File: config.mk
export PLATFORM = sky130hd
export DESIGN_NAME = segx_top
export DESIGN_NICKNAME = d
export VERILOG_FILES = /design/src/rtl/segx_pkg.sv /design/src/rtl/segx_desc_table.sv /design/src/rtl/segx_check.sv /design/src/rtl/segx_addr.sv /design/src/rtl/segx_top.sv
export SDC_FILE = /design/constraint.sdc
export NUM_CORES = 2
export LEC_CHECK = 0
export ABC_AREA = 0
export ABC_CLOCK_PERIOD_IN_PS = 13950
export BUFFER_PORTS_ARGS = -buffer_cell sky130_fd_sc_hd__buf_4
export CAP_MARGIN = 0
export CORE_MARGIN = 4
export CORE_UTILIZATION = 60
export DETAILED_ROUTE_END_ITERATION = 8
export PLACE_DENSITY = 0.77
export SLEW_MARGIN = 10
export SYNTH_ARGS = -nofsm -noshare
export SYNTH_HDL_FRONTEND = slang
export SYNTH_SLANG_ARGS = --single-unit
File: constraint.sdc
create_clock -name clk -period 13.95 [get_ports clk]
set_input_delay 2.0925 -clock clk [delete_from_list [all_inputs] [get_ports clk]]
set_output_delay 2.0925 -clock clk [all_outputs]
set_load 0.005 [all_outputs]
File: src/rtl/segx_pkg.sv
// Package: shared widths, fault codes and descriptor layout for the
// segment translator. Assumes the segment number occupies the top bits.
package segx_pkg;
    localparam int VA_W  = 32;
    localparam int PA_W  = 32;
    localparam int SEG_W = 4;
    localparam int OFF_W = VA_W - SEG_W;
    localparam int LEN_W = OFF_W + 1;
    localparam int NSEG  = 1 << SEG_W;

    typedef enum logic [1:0] {
        FLT_NONE   = 2'd0,
        FLT_ABSENT = 2'd1,
        FLT_LIMIT  = 2'd2,
        FLT_PROT   = 2'd3
    } fault_e;

    typedef struct packed {
        logic [PA_W-1:0]  base;
        logic [LEN_W-1:0] limit;
        logic             ro;
    } desc_t;
endpackage

File: src/rtl/segx_desc_table.sv
// Descriptor table: one register per segment, loaded through one write
// port, read combinationally by segment number. Assumes a write becomes
// visible at the following clock edge, with no bypass to the read port.
module segx_desc_table
    import segx_pkg::*;
(
    input  logic             clk,
    input  logic             rst_n,
    input  logic             wr_en,
    input  logic [SEG_W-1:0] wr_idx,
    input  desc_t            wr_desc,
    input  logic [SEG_W-1:0] rd_idx,
    output desc_t            rd_desc
);
    desc_t tbl [NSEG];

    for (genvar g = 0; g < NSEG; g++) begin : g_ent
        desc_t ent_q;
        // Hold one descriptor; clear to not-present on reset.
        always_ff @(posedge clk) begin
            if (!rst_n)
                ent_q <= '0;
            else if (wr_en && (wr_idx == SEG_W'(g)))
                ent_q <= wr_desc;
        end
        assign tbl[g] = ent_q;
    end

    // Select the addressed descriptor.
    always_comb rd_desc = tbl[rd_idx];


    wr_lands_chk: assert property (@(posedge clk) disable iff (!rst_n)
        wr_en |=> tbl[$past(wr_idx)] == $past(wr_desc));
endmodule

File: src/rtl/segx_check.sv
// Access checker: decides the fault code for one lookup from the
// descriptor, offset and access type. Assumes a fixed priority of
// not-present over limit over protection.
module segx_check
    import segx_pkg::*;
(
    input  desc_t            desc,
    input  logic [OFF_W-1:0] offset,
    input  logic             is_write,
    output fault_e           fault
);
    logic absent, over, denied;

    // Evaluate each condition and apply the priority.
    always_comb begin
        absent = (desc.limit == '0);
        over   = ({1'b0, offset} >= desc.limit);
        denied = is_write && desc.ro;
        if (absent)      fault = FLT_ABSENT;
        else if (over)   fault = FLT_LIMIT;
        else if (denied) fault = FLT_PROT;
        else             fault = FLT_NONE;
    end
endmodule

File: src/rtl/segx_addr.sv
// Address former: adds the segment base to the zero-extended offset.
// Assumes the sum wraps modulo the physical address width.
module segx_addr
    import segx_pkg::*;
(
    input  logic [PA_W-1:0]  base,
    input  logic [OFF_W-1:0] offset,
    output logic [PA_W-1:0]  pa
);
    // Form the physical address.
    always_comb pa = base + PA_W'(offset);
endmodule

File: src/rtl/segx_top.sv
// Segment translator top: splits the virtual address, reads the
// descriptor, checks the access, forms the address and registers the
// result one cycle after the request. Faulted or idle results carry a
// zero address.
module segx_top
    import segx_pkg::*;
(
    input  logic             clk,
    input  logic             rst_n,
    input  logic             wr_en,
    input  logic [SEG_W-1:0] wr_idx,
    input  logic [PA_W-1:0]  wr_base,
    input  logic [LEN_W-1:0] wr_len,
    input  logic             wr_ro,
    input  logic             req_valid,
    input  logic [VA_W-1:0]  req_va,
    input  logic             req_write,
    output logic             rsp_valid,
    output logic [PA_W-1:0]  rsp_pa,
    output logic [1:0]       rsp_fault
);
    desc_t            wdesc, rdesc;
    logic [SEG_W-1:0] seg;
    logic [OFF_W-1:0] off;
    logic [PA_W-1:0]  sum;
    fault_e           flt;

    // Split the virtual address and pack the write data.
    always_comb begin
        seg   = req_va[VA_W-1:OFF_W];
        off   = req_va[OFF_W-1:0];
        wdesc = '{base: wr_base, limit: wr_len, ro: wr_ro};
    end

    segx_desc_table u_tbl (
        .clk(clk), .rst_n(rst_n), .wr_en(wr_en), .wr_idx(wr_idx),
        .wr_desc(wdesc), .rd_idx(seg), .rd_desc(rdesc)
    );

    segx_check u_chk (
        .desc(rdesc), .offset(off), .is_write(req_write), .fault(flt)
    );

    segx_addr u_add (
        .base(rdesc.base), .offset(off), .pa(sum)
    );

    // Register the response; zero address on fault or idle.
    always_ff @(posedge clk) begin
        if (!rst_n) begin
            rsp_valid <= 1'b0;
            rsp_pa    <= '0;
            rsp_fault <= '0;
        end else begin
            rsp_valid <= req_valid;
            rsp_fault <= req_valid ? flt : FLT_NONE;
            rsp_pa    <= (req_valid && flt == FLT_NONE) ? sum : '0;
        end
    end


    fault_zero_pa_chk: assert property (@(posedge clk) disable iff (!rst_n)
        (rsp_fault != 2'd0) |-> (rsp_pa == '0));


    valid_follow_chk: assert property (@(posedge clk) disable iff (!rst_n)
        req_valid |=> rsp_valid);


    idle_quiet_chk: assert property (@(posedge clk) disable iff (!rst_n)
        !req_valid |=> (!rsp_valid && rsp_fault == 2'd0 && rsp_pa == '0));


    absent_chk: assert property (@(posedge clk) disable iff (!rst_n)
        (req_valid && rdesc.limit == '0) |=> (rsp_fault == 2'd1));


    limit_chk: assert property (@(posedge clk) disable iff (!rst_n)
        (req_valid && rdesc.limit != '0 && {1'b0, off} >= rdesc.limit)
        |=> (rsp_fault == 2'd2));


    prot_chk: assert property (@(posedge clk) disable iff (!rst_n)
        (req_valid && req_write && rdesc.ro && rdesc.limit != '0
         && {1'b0, off} < rdesc.limit) |=> (rsp_fault == 2'd3));
endmodule

==> run summary <==
status: complete, no violations
core footprint: 0.0776 mm²
TritonCTS Buffers: 102
clock group share of total power: 46.2%
top routing layer in use: met5
Mean Syn Cell Area: 8.91 µm²
grt ovf: 0
maximum buffer depth of the clock tree: 3
clk_skew: 0.0225 ns
Hold WC Path Type: reg -> reg
Cells after Synth: 5276
I/O pins: 138
Slew @ Worst Pin: 1.23 ns
ys async rst share: 0%
fin. max-slew vios: 0
PD cells: 124 mW/mm²
sequential power share: 46.9%
Row Count: 102
WP data required: 14.52 ns
I/O Buffers: 137
Sum Neg Setup Slack: 0 ns
Setup crit start kind: primary input
Final min period: 7.64 ns
Comb power frac: 6.9%
Yosys cell types: 55
GPL Wtd Cong: 0.955
clock slew at reported path FFs: 0.07 ns
CP max FO: 113
CP bufs+invs: 3
starting density of the core: 60.6%
DIE WIDTH: 288 µm
H-tree lvl count: 3
Iter 0 DRT Violations: 5484
critical setup path kind: in -> reg
clock root buffer: clkbuf_16
r2r worst-path depth: 12
initial antenna violation count: 11
Tcrit/Tclk final: 54.8%
# hold bufs at CTS: 0
Post-Route WL: 155000 µm
cell family with most CP delay: compound AO/OA/AOI/OAI gates
CTS resizes: 0
P_int: 0.00489 W
Sw Ratio: 23.4%
CTS tree: yes
wire length on met1: 60800 µm
post-CTS setup buffers: 0
Worst path depth: 15
most common cell after layout, fill and taps aside: nand2_1
worst-skew pair later-pin latency: 0.67 ns
final net count: 5219
maximum clock frequency: 0.131 GHz
vias: 39300
final setup vio count: 0
Critical Path End Type: flop
GR Util All Layers: 36.5%
post-DR wirelength/cell: 25.0 µm
CP arrival: 8.21 ns
syn nets: 5436
crit-path max cell delay: 0.84 ns
antenna-violating nets left: 0
Worst path most repeated cell: buf_4
Synth Cell Area: 0.0470 mm²
crit-path cells: buf_8 > buf_4 > buf_4 > mux4_2 > a22o_1 > a221oi_1 > ha_1 > a21oi_1 > o21a_1 > a2bb2oi_1 > a31oi_1 > o41ai_1 > a21boi_2 > nand2_8 > nor4bb_1
met3 WL: 21700 µm
Top FF cell, synth: dfxtp_1
Sw Pwr: 0.00150 W
Max-Cap Viols: 0
P&R area growth vs syn: 9.89%
most frequent cells in the layout: nand2_1, dfxtp_1, a21boi_0
Max stage delay cell, worst path: buf_4
first drt pass iteration count: 6
Post-route DRC: 0
die height: 288 µm
hold path cells: 2
DR vias/cell: 6.36
register bit total from synthesis: 1027
Die Footprint: 0.0829 mm²
Final Hold Vio Count: 0
layout cells sized above 1: 13.5%
VDD IR max: 0.123 mV
HPWL Detailed: 85400 µm
placed cell area: 0.0480 mm²
Syn. warnings: 0
metal2 WL: 66000 µm
largest net degree at the start of global routing: 284
clock sink total: 1027
Slew HR: 17.3%
RSZ-0062 raised after global routing: no
Leakage: 17.2 nW
first-pass GRT wire length: 229000 µm
sequential fraction of the synthesis area: 43.8%
vias in the first global route: 36500
final instance area: 0.0516 mm²
number of synthesized flops with an enable pin: 0
==> routing by layer <==
metal / vias to the layer above / track usage, %
met5: - / 0
met4: 10 / 13.2
met3: 448 / 9.33
met2: 2576 / 53.3
met1: 19000 / 52.6
li1: 17300 / -
==> state kept, by name (all words and copies together), names as in the netlist <==
| signal | cells |
|---|---|
| rsp_fault | 2 |
| rsp_pa | 32 |
| rsp_valid | 1 |
| u_tbl.g_ent.ent_q | 992 |
==> path summary, 6_finish.rpt <==
check | end | slack [ns] | startpoint
setup reg to reg | rsp_pa[20] | 9.37 | u_tbl.g_ent[11].ent_q[19]
setup / recovery | rsp_pa[20] | 6.31 | req_va[29]
hold / removal | u_tbl.g_ent[6].ent_q[3] | 0.46 | u_tbl.g_ent[6].ent_q[3]
hold reg to reg | u_tbl.g_ent[6].ent_q[3] | 0.46 | u_tbl.g_ent[6].ent_q[3]
==> through the flow <==
stage / power [W] / hold WS [ns] / utilization, % / cells / setup WS, ns
CTS: 0.00638 / 0.463 / 66.5 / 6184 / 6.44
global placement: 0.00348 / 0.447 / 61.9 / 5995 / 6.01
detailed placement: 0.00348 / 0.455 / 61.9 / 5995 / 5.80
global route: 0.00653 / 0.482 / 66.5 / 6188 / 6.08
finish: 0.00638 / 0.463 / 66.5 / 6190 / 6.31
floorplan: 0.00334 / 0.440 / - / 5276 / 6.95
==> logic make-up after synthesis <==
| group | after synthesis | share of synthesized area, % |
|---|---|---|
| mux | 286 | 13.6 |
| xor+xnor | 17 | 0.317 |
| flops | 1027 | 43.8 |
| simple gates | 2189 | 18.0 |
| compound gates | 1154 | 18.2 |
| fa+ha+maj | 57 | 1.53 |
| buf+inv | 546 | 4.57 |
==> area by class of cell <==
type | instances | area (µm²)
Sequential cell | 1027 | 20600
Clock inverter | 39 | 542
Tap cell | 1040 | 1300
Multi-Input combinational cell | 3703 | 24500
Antenna cell | 6 | 15.0
Fill cell | 6124 | 26000
Inverter | 28 | 106
Timing Repair Buffer | 197 | 1510
Clock buffer | 150 | 3060
==> tightest hold or removal path, delay by kind of cell, from the launching register on <==
kind / cells / cell delay [ns]
compound gates: 1 / 0.06
flops: 1 / 0.31
simple gates: 1 / 0.05
==> cells in the mapped netlist, types with 2 or more instances <==
master / n / area (µm²)
a211o_1: 2 / 17.5
a21o_1: 8 / 60.1
o211ai_1: 5 / 37.5
nor2_1: 57 / 214
a211oi_1: 8 / 60.1
nand4_1: 10 / 62.6
mux4_2: 283 / 6370
dfxtp_1: 1027 / 20600
nor2b_1: 9 / 56.3
a21boi_0: 994 / 7460
a31oi_1: 6 / 37.5
nand3b_1: 3 / 22.5
xor2_1: 7 / 61.3
a221oi_1: 18 / 158
and3_1: 5 / 31.3
ha_1: 56 / 701
nor4_1: 6 / 37.5
and2_1: 3 / 18.8
mux2i_1: 3 / 30.0
buf_1: 7 / 26.3
nand2_1: 2031 / 7620
a21oi_1: 36 / 180
or3_1: 5 / 31.3
a22o_1: 18 / 158
nand3_1: 22 / 110
o21a_1: 5 / 37.5
xnor2_1: 10 / 87.6
nor3_1: 19 / 95.1
nand2b_1: 8 / 50.1
nor3b_1: 2 / 15.0
inv_1: 27 / 101
buf_6: 6 / 67.6
or2_2: 4 / 25.0
o22ai_1: 2 / 12.5
o21ai_0: 25 / 125
buf_4: 5 / 37.5
a22oi_1: 17 / 128
or4_1: 2 / 15.0
buf_2: 26 / 130
clkbuf_1: 474 / 1780
==> power groups by stage <==
stage / combinational, W / sequential (W) / clock, W
final: 0.000439 / 0.00299 / 0.00295
after global routing: 0.000463 / 0.00300 / 0.00307
after CTS: 0.000428 / 0.00299 / 0.00296
after detailed placement: 0.000427 / 0.00306 / 0
after global placement: 0.000422 / 0.00306 / 0
after floorplan: 0.000291 / 0.00305 / 0
No activity file was read; power rests on OpenSTA's default activity.
